==> config.mk <==
export PLATFORM = sky130hd
export DESIGN_NAME = cop_status_regs
export DESIGN_NICKNAME = d
export VERILOG_FILES = /design/src/rtl/cop_stat_pkg.sv /design/src/rtl/cop_pair_flag.sv /design/src/rtl/cop_mask_reg.sv /design/src/rtl/cop_status_regs.sv
export SDC_FILE = /design/constraint.sdc
export NUM_CORES = 1
export LEC_CHECK = 0
export BUFFER_PORTS_ARGS = -buffer_cell sky130_fd_sc_hd__buf_2
export CAP_MARGIN = 5
export CORE_MARGIN = 3
export CORE_UTILIZATION = 56
export CTS_BUF_LIST = sky130_fd_sc_hd__clkbuf_16
export CTS_CLUSTER_SIZE = 25
export DETAILED_ROUTE_END_ITERATION = 10
export GPL_TIMING_DRIVEN = 0
export PLACE_DENSITY = 0.79
export SETUP_SLACK_MARGIN = 0.5
export SYNTH_ARGS = -nofsm -noshare
export SYNTH_HDL_FRONTEND = slang
export SYNTH_SLANG_ARGS = --single-unit
export TNS_END_PERCENT = 50
==> constraint.sdc <==
create_clock -name clk_i -period 1.7 [get_ports clk_i]
set_input_delay 0.34 -clock clk_i [delete_from_list [all_inputs] [get_ports clk_i]]
set_output_delay 0.34 -clock clk_i [all_outputs]
set_load 0.005 [all_outputs]
==> src/rtl/cop_stat_pkg.sv <==
package cop_stat_pkg;

   localparam int WORD_W = 32;
   localparam int BE_W   = WORD_W / 8;

   // register indices
   localparam int RG_LMEM  = 0;
   localparam int RG_XMEM  = 1;
   localparam int RG_RDLEN = 2;
   localparam int RG_STAT  = 3;
   localparam int RG_PC    = 4;
   localparam int NUM_REGS = 5;

   // command word bit positions
   localparam int CB_HALT_CLR  = 0;
   localparam int CB_HALT_SET  = 1;
   localparam int CB_BROKE_CLR = 2;
   localparam int CB_IRQ_CLR   = 3;
   localparam int CB_IRQ_SET   = 4;
   localparam int CB_STEP_CLR  = 5;
   localparam int CB_STEP_SET  = 6;
   localparam int CB_IBRK_CLR  = 7;
   localparam int CB_IBRK_SET  = 8;
   localparam int CB_SIG_BASE  = 9;

   // status read bit positions
   localparam int SB_HALT     = 0;
   localparam int SB_BROKE    = 1;
   localparam int SB_STEP     = 5;
   localparam int SB_IBRK     = 6;
   localparam int SB_SIG_BASE = 7;

   function automatic logic [WORD_W-1:0] be_expand(input logic [BE_W-1:0] be);
      logic [WORD_W-1:0] m;
      for (int i = 0; i < BE_W; i++) m[i*8 +: 8] = {8{be[i]}};
      return m;
   endfunction

   function automatic logic [WORD_W-1:0] byte_merge(input logic [WORD_W-1:0] old_v,
                                                    input logic [WORD_W-1:0] new_v,
                                                    input logic [BE_W-1:0]   be);
      logic [WORD_W-1:0] m;
      m = be_expand(be);
      return (old_v & ~m) | (new_v & m);
   endfunction

endpackage

==> src/rtl/cop_pair_flag.sv <==
module cop_pair_flag #(
   parameter bit RST_VAL = 1'b0,
   parameter bit HAS_SET = 1'b1
) (
   input  logic clk_i,
   input  logic rst_ni,
   input  logic clr_i,
   input  logic set_i,
   output logic q_o
);

   logic set_eff;
   assign set_eff = set_i & HAS_SET;

   always_ff @(posedge clk_i or negedge rst_ni) begin
      if (!rst_ni)                 q_o <= RST_VAL;
      else if (clr_i && !set_eff)  q_o <= 1'b0;
      else if (set_eff && !clr_i)  q_o <= 1'b1;
   end

   // a lone clear bit drops the flag
   p_pair_clr_r5: assert property (@(posedge clk_i) disable iff (!rst_ni)
      (clr_i && !set_i) |=> !q_o);

   // a lone set bit raises the flag when the flag has a set bit
   p_pair_set_r5: assert property (@(posedge clk_i) disable iff (!rst_ni)
      (set_i && !clr_i && HAS_SET) |=> q_o);

   // both bits of the pair leave the flag unchanged
   p_pair_hold_r6: assert property (@(posedge clk_i) disable iff (!rst_ni)
      (clr_i && set_i) |=> $stable(q_o));

endmodule

==> src/rtl/cop_mask_reg.sv <==
module cop_mask_reg
   import cop_stat_pkg::*;
#(
   parameter logic [WORD_W-1:0] MASK    = '1,
   parameter logic [WORD_W-1:0] RST_VAL = '0
) (
   input  logic              clk_i,
   input  logic              rst_ni,
   input  logic              we_i,
   input  logic [WORD_W-1:0] wdata_i,
   input  logic [BE_W-1:0]   be_i,
   output logic [WORD_W-1:0] q_o
);

   always_ff @(posedge clk_i or negedge rst_ni) begin
      if (!rst_ni)   q_o <= RST_VAL & MASK;
      else if (we_i) q_o <= byte_merge(q_o, wdata_i, be_i) & MASK;
   end

   // after a full-word write the stored value is the data with the mask applied
   p_full_write_r9: assert property (@(posedge clk_i) disable iff (!rst_ni)
      (we_i && (&be_i)) |=> (q_o == ($past(wdata_i) & MASK)));

   // bytes with a low enable keep their previous contents
   p_byte_keep_r10: assert property (@(posedge clk_i) disable iff (!rst_ni)
      we_i |=> ((q_o & ~be_expand($past(be_i))) == ($past(q_o) & ~be_expand($past(be_i)))));

endmodule

==> src/rtl/cop_status_regs.sv <==
module cop_status_regs
   import cop_stat_pkg::*;
#(
   parameter int                ADDR_W         = 3,
   parameter int                NUM_SIG        = 8,
   parameter bit                IRQ_RAISE_WINS = 1'b1,
   parameter logic [WORD_W-1:0] LMEM_MASK      = 32'h0000_1FF8,
   parameter logic [WORD_W-1:0] XMEM_MASK      = 32'h00FF_FFF8,
   parameter logic [WORD_W-1:0] PC_MASK        = 32'h0000_0FFC,
   parameter logic [WORD_W-1:0] RDLEN_RST      = 32'h0000_0FF8
) (
   input  logic              clk_i,
   input  logic              rst_ni,
   input  logic              bus_we_i,
   input  logic [ADDR_W-1:0] bus_addr_i,
   input  logic [WORD_W-1:0] bus_wdata_i,
   input  logic [BE_W-1:0]   bus_be_i,
   output logic [WORD_W-1:0] bus_rdata_o,
   input  logic              irq_raise_i,
   output logic              irq_o,
   output logic              halt_o
);

   localparam int CMD_TOP  = CB_SIG_BASE + 2 * NUM_SIG - 1;
   localparam int STAT_TOP = SB_SIG_BASE + NUM_SIG - 1;

   if (NUM_SIG < 1 || NUM_SIG > 8) begin : g_bad_sig
      $error("NUM_SIG must lie between 1 and 8");
   end
   if ((1 << ADDR_W) < NUM_REGS) begin : g_bad_addr
      $error("ADDR_W too narrow for the register map");
   end
   if (CMD_TOP >= WORD_W || STAT_TOP >= WORD_W) begin : g_bad_width
      $error("flag layout exceeds the word width");
   end

   // ---------------- decode ----------------
   logic we_lmem, we_xmem, we_len, we_stat, we_pc;
   assign we_lmem = bus_we_i && (bus_addr_i == ADDR_W'(RG_LMEM));
   assign we_xmem = bus_we_i && (bus_addr_i == ADDR_W'(RG_XMEM));
   assign we_len  = bus_we_i && (bus_addr_i == ADDR_W'(RG_RDLEN));
   assign we_stat = bus_we_i && (bus_addr_i == ADDR_W'(RG_STAT));
   assign we_pc   = bus_we_i && (bus_addr_i == ADDR_W'(RG_PC));

   logic [WORD_W-1:0] cmd;
   assign cmd = we_stat ? (bus_wdata_i & be_expand(bus_be_i)) : '0;

   // ---------------- data registers ----------------
   logic [WORD_W-1:0] lmem_q, xmem_q, len_q, pc_q;

   cop_mask_reg #(.MASK(LMEM_MASK), .RST_VAL('0)) u_lmem (
      .clk_i, .rst_ni, .we_i(we_lmem), .wdata_i(bus_wdata_i), .be_i(bus_be_i), .q_o(lmem_q));
   cop_mask_reg #(.MASK(XMEM_MASK), .RST_VAL('0)) u_xmem (
      .clk_i, .rst_ni, .we_i(we_xmem), .wdata_i(bus_wdata_i), .be_i(bus_be_i), .q_o(xmem_q));
   cop_mask_reg #(.MASK('1), .RST_VAL(RDLEN_RST)) u_len (
      .clk_i, .rst_ni, .we_i(we_len), .wdata_i(bus_wdata_i), .be_i(bus_be_i), .q_o(len_q));
   cop_mask_reg #(.MASK(PC_MASK), .RST_VAL('0)) u_pc (
      .clk_i, .rst_ni, .we_i(we_pc), .wdata_i(bus_wdata_i), .be_i(bus_be_i), .q_o(pc_q));

   // ---------------- status flags ----------------
   logic halt_q, broke_q, step_q, ibrk_q;
   logic [NUM_SIG-1:0] sig_q;

   cop_pair_flag #(.RST_VAL(1'b1), .HAS_SET(1'b1)) u_halt (
      .clk_i, .rst_ni, .clr_i(cmd[CB_HALT_CLR]), .set_i(cmd[CB_HALT_SET]), .q_o(halt_q));
   cop_pair_flag #(.RST_VAL(1'b0), .HAS_SET(1'b0)) u_broke (
      .clk_i, .rst_ni, .clr_i(cmd[CB_BROKE_CLR]), .set_i(1'b0), .q_o(broke_q));
   cop_pair_flag #(.RST_VAL(1'b0), .HAS_SET(1'b1)) u_step (
      .clk_i, .rst_ni, .clr_i(cmd[CB_STEP_CLR]), .set_i(cmd[CB_STEP_SET]), .q_o(step_q));
   cop_pair_flag #(.RST_VAL(1'b0), .HAS_SET(1'b1)) u_ibrk (
      .clk_i, .rst_ni, .clr_i(cmd[CB_IBRK_CLR]), .set_i(cmd[CB_IBRK_SET]), .q_o(ibrk_q));

   for (genvar k = 0; k < NUM_SIG; k++) begin : g_sig
      cop_pair_flag #(.RST_VAL(1'b0), .HAS_SET(1'b1)) u_sig (
         .clk_i, .rst_ni,
         .clr_i(cmd[CB_SIG_BASE + 2*k]),
         .set_i(cmd[CB_SIG_BASE + 2*k + 1]),
         .q_o(sig_q[k]));
   end

   assign halt_o = halt_q;

   // ---------------- interrupt request ----------------
   logic irq_clr, irq_set;
   assign irq_clr = cmd[CB_IRQ_CLR] && !cmd[CB_IRQ_SET];
   assign irq_set = cmd[CB_IRQ_SET] && !cmd[CB_IRQ_CLR];

   if (IRQ_RAISE_WINS) begin : g_irq_raise_first
      always_ff @(posedge clk_i or negedge rst_ni) begin
         if (!rst_ni)                     irq_o <= 1'b0;
         else if (irq_raise_i || irq_set) irq_o <= 1'b1;
         else if (irq_clr)                irq_o <= 1'b0;
      end
      // a raise pulse always leaves the request asserted
      p_raise_sets_r3: assert property (@(posedge clk_i) disable iff (!rst_ni)
         irq_raise_i |=> irq_o);
   end else begin : g_irq_clear_first
      always_ff @(posedge clk_i or negedge rst_ni) begin
         if (!rst_ni)                     irq_o <= 1'b0;
         else if (irq_clr)                irq_o <= 1'b0;
         else if (irq_raise_i || irq_set) irq_o <= 1'b1;
      end
   end

   // with neither a raise nor a command to it, the request is sticky
   p_irq_sticky_r3: assert property (@(posedge clk_i) disable iff (!rst_ni)
      (!irq_raise_i && !(bus_we_i && bus_addr_i == ADDR_W'(RG_STAT))) |=> $stable(irq_o));

   // a lone halt-clear command releases the halt line
   p_halt_release_r1: assert property (@(posedge clk_i) disable iff (!rst_ni)
      (bus_we_i && bus_addr_i == ADDR_W'(RG_STAT) && bus_be_i[0] &&
       bus_wdata_i[CB_HALT_CLR] && !bus_wdata_i[CB_HALT_SET]) |=> !halt_o);

   // broke can never rise
   p_broke_no_rise_r2: assert property (@(posedge clk_i) disable iff (!rst_ni)
      !broke_q |=> !broke_q);

   // ---------------- read mux ----------------
   logic [WORD_W-1:0] stat_rd;
   always_comb begin
      stat_rd = '0;
      stat_rd[SB_HALT]  = halt_q;
      stat_rd[SB_BROKE] = broke_q;
      stat_rd[SB_STEP]  = step_q;
      stat_rd[SB_IBRK]  = ibrk_q;
      stat_rd[STAT_TOP:SB_SIG_BASE] = sig_q;
   end

   always_comb begin
      unique case (int'(bus_addr_i))
         RG_LMEM:  bus_rdata_o = lmem_q;
         RG_XMEM:  bus_rdata_o = xmem_q;
         RG_RDLEN: bus_rdata_o = len_q;
         RG_STAT:  bus_rdata_o = stat_rd;
         RG_PC:    bus_rdata_o = pc_q;
         default:  bus_rdata_o = '0;
      endcase
   end

   // an index outside the map reads zero
   p_unmapped_zero_r11: assert property (@(posedge clk_i) disable iff (!rst_ni)
      (int'(bus_addr_i) >= NUM_REGS) |-> (bus_rdata_o == '0));

endmodule

==> results.md <==
* Via/cell ratio at 6.20
* Hold Crit Depth at 2
* Clock buffer depth at 2
* Total Routed Length at 15000 um
* Worst slew pin tran at 679 ps
* Worst Hold Launch: bus_wdata_i[27]
* Total global routing track utilization at 30.6%
* Final layout net count at 515
* Top library cells by usage in the layout, fill and taps aside: sky130_fd_sc_hd__dfrtp_1 (75), sky130_fd_sc_hd__buf_2 (69), sky130_fd_sc_hd__mux2_4 (53), sky130_fd_sc_hd__mux2_2 (22), sky130_fd_sc_hd__mux2i_1 (17)
* Worst setup path class: reg2out
* Critical path origin: g_sig[5].u_sig.q_o$_DFFE_PN0P_
* Number of cell rows at 31
* Most common cell after layout, fill and taps aside: sky130_fd_sc_hd__dfrtp_1
* Maximum fanout count along the critical path at 2
* Post-synthesis share of cell area spent on full adders, half adders and majority gates at 3.24%
* Width of the die at 93.1 um
* R2r startpoint: u_halt.q_o$_DFFE_PN1P_
* Area share of the largest cell type after synthesis at 44.2%
* Async set-reset flop share out of synthesis at 100%
* Worst reg2reg path depth at 5
* Total power of the final layout at 6.38 mW
* Violation count after the first detailed-route iteration at 275
* Kind of start point of the critical path: register
* Power density over cell area at 989 nW/um2
* Clock root buffer: sky130_fd_sc_hd__clkbuf_16
* Fmax at 532 MHz
* Post-detailed-route count of antenna-violating nets at 0
* Outcome: complete, but fails checks
* Crit end category: output pin
* Die area at 8660 um2
* Number of buffers inserted during clock tree synthesis at 9
* Sequential area share after synthesis at 50.4%
* Layout Area Growth over Synthesis at 52.0%
* Clock tree from TritonCTS: yes
* Post-route insts no fill at 565
* Vias after detailed routing at 3501
* Number of warnings printed during yosys synthesis at 0
* Compound-gate portion of the synthesized area at 6.37%
* Post-Place Cells at 510
* Mean area per synthesized cell at 12.6 um2
* Fill cell total of the finished layout at 289
* Setup repair after global routing missed its margin: true
* Core Region at 7290 um2
* Clock insertion delay at the later pin of the skew report at 340 ps
* Worst path required time at 1360 ps
* Initial antenna violation count at 0
* Final hold violations at 0
* Final setup vio count at 9
* Synthesized instance count at 336
* Final critical-path setup slack at -181 ps
* Leakage Power at 3.03 nW
* XOR/XNOR share of the synthesized area at 0%
* Post-synth cell types at 33
* Residual overflow from global routing at 0
* Utilization after layout at 88.5%
* DR pass1 iterations at 5
* Max-cap violation count at 0
* Setup clock skew after layout at 0 ps
* Number of H-tree branching levels at 3
* Reg2Reg Capture Point: u_halt.q_o$_DFFE_PN1P_
* Clock-pin slew on the worst setup and hold paths at 70 ps
* Violations in the final reports: setup timing
* VDD IR max at 839 uV
* Total count of max-transition violations in the final report at 0
* Synthesized netlist net count at 390
* Arr. time, crit path at 1540 ps
* Worst relative slew slack at 54.6%
* Number of clock sinks seen by CTS at 85
* Share of post-route cells with drive strength above 1 at 67.2%
* Last weighted congestion value of the routability-driven placer at 0.780
* Number of global-route vias before repair at 3582
* Library cell with the largest summed area after synthesis: sky130_fd_sc_hd__dfrtp_1
* First-pass GRT wire length at 19800 um
* Share of synthesized cell area in and, or, nand and nor gates at 11.3%
* Post-layout minimum cycle time at 1880 ps
* Vertical extent of the die at 93.1 um
* Antenna cells at 0
* Starting density of the core at 58.2%
* Placed wire-length estimate after detailed placement at 6630 um
* Count of flip-flops with a built-in enable after synthesis at 0
* Worst hold slack across all endpoints at 237 ps
* Post-route DRC at 0
* FF+latch count, synth at 85
* Class of the worst hold path: in2reg
* Ys flop type: sky130_fd_sc_hd__dfrtp_1
* Combinational family with the most area after synthesis: multiplexers
* Average routed wire per standard cell at 26.6 um
* IO Port Bufs at 74
* FF-to-FF setup slack at 590 ps
* Leading cell types by total area after synthesis: sky130_fd_sc_hd__dfrtp_1 (44%), sky130_fd_sc_hd__mux2_2 (20%), sky130_fd_sc_hd__dfstp_2 (6.2%)
* Final worst path period share at 111%
* Total I/O pin count at 77
* Largest net degree at the start of global routing at 73
* Multiplexer fraction of the synthesized cell area at 25.9%
* Cell area after synthesis at 4250 um2
synth_stat cells (3+ instances only):
master and n:
sky130_fd_sc_hd__buf_2 3, sky130_fd_sc_hd__a2bb2oi_1 8, sky130_fd_sc_hd__o21ai_0 6, sky130_fd_sc_hd__nand2_1 15
sky130_fd_sc_hd__ha_1 11, sky130_fd_sc_hd__clkbuf_1 4, sky130_fd_sc_hd__buf_4 5, sky130_fd_sc_hd__nor2b_1 4
sky130_fd_sc_hd__mux2_2 75, sky130_fd_sc_hd__inv_1 8, sky130_fd_sc_hd__dfrtp_1 75, sky130_fd_sc_hd__and2_1 20
sky130_fd_sc_hd__a22oi_1 12, sky130_fd_sc_hd__nand3_1 6, sky130_fd_sc_hd__nor2_1 19, sky130_fd_sc_hd__o22ai_1 6
sky130_fd_sc_hd__nand3b_1 3, sky130_fd_sc_hd__dfstp_2 10, sky130_fd_sc_hd__nand2b_1 5, sky130_fd_sc_hd__mux2i_1 21
power by group:
part / internal, mW / switching [mW]
sequential: 2.50 / 0.343
clock: 1.12 / 0.822
combinational: 0.964 / 0.631
total: 4.59 / 1.80
worst max-delay path by stage:
stage / end / slack, ps / cells after the start
after global routing: bus_rdata_o[12] / -200 / 3
after floorplan: bus_rdata_o[13] / 240 / 6
after global placement: async pin / -380 / 1
after CTS: bus_rdata_o[12] / -110 / 3
after detailed placement: bus_rdata_o[13] / -320 / 6
final: bus_rdata_o[12] / -180 / 3
layer usage:
metal	vias to the layer above	GRT usage, %	part of all wire (%)
met5	-	0	0
met4	0	11.1	4.4
met3	57	6.44	6.3
met2	195	53.4	51
met1	1790	37.4	38
li1	1459	-	-
critical path, stage by stage, from the launching register on:
cell and delay [ps]:
sky130_fd_sc_hd__dfrtp_1 430, sky130_fd_sc_hd__mux4_2 490, sky130_fd_sc_hd__nor2b_1 150, sky130_fd_sc_hd__buf_2 120
logic make-up after synthesis:
family                     count (synthesis)
AOI/OAI and AO/OA                         37
muxes                                     98
buffers and inverters                     22
and+or+nand+nor                           83
DFF                                       85
adders and majority gates                 11
what timing repair did:
item,CTS,global route
endpoints found under the setup margin,91,108
hold buffers,1,0
gates cloned,3,0
pin swaps,59,24
gates resized for setup,102,70
hold endpoints to repair,9,0
setup buffers,27,8
area by class of cell:
class | instances | area [um2] | area share [%]
multi-input cells | 230 | 2710 | 42.0
flip-flops and latches | 85 | 2140 | 33.2
repair buffers | 113 | 930 | 14.4
plain buffers | 14 | 238 | 3.68
clock buffers | 9 | 225 | 3.49
well taps | 99 | 124 | 1.92
clock inverters | 7 | 60.1 | 0.931
inverters | 8 | 30.0 | 0.465
per-stage QoR:
step / cell area [um2] / setup TNS, ps / setup WS (ps)
final: 6450 / -528 / -181
after global placement: 4920 / -32190 / -383
after detailed placement: 4950 / -4860 / -320
after floorplan: 4430 / 0 / 242
after CTS: 6070 / -255 / -109
after global routing: 6450 / -996 / -200
Power figures use the tool's default switching activity.
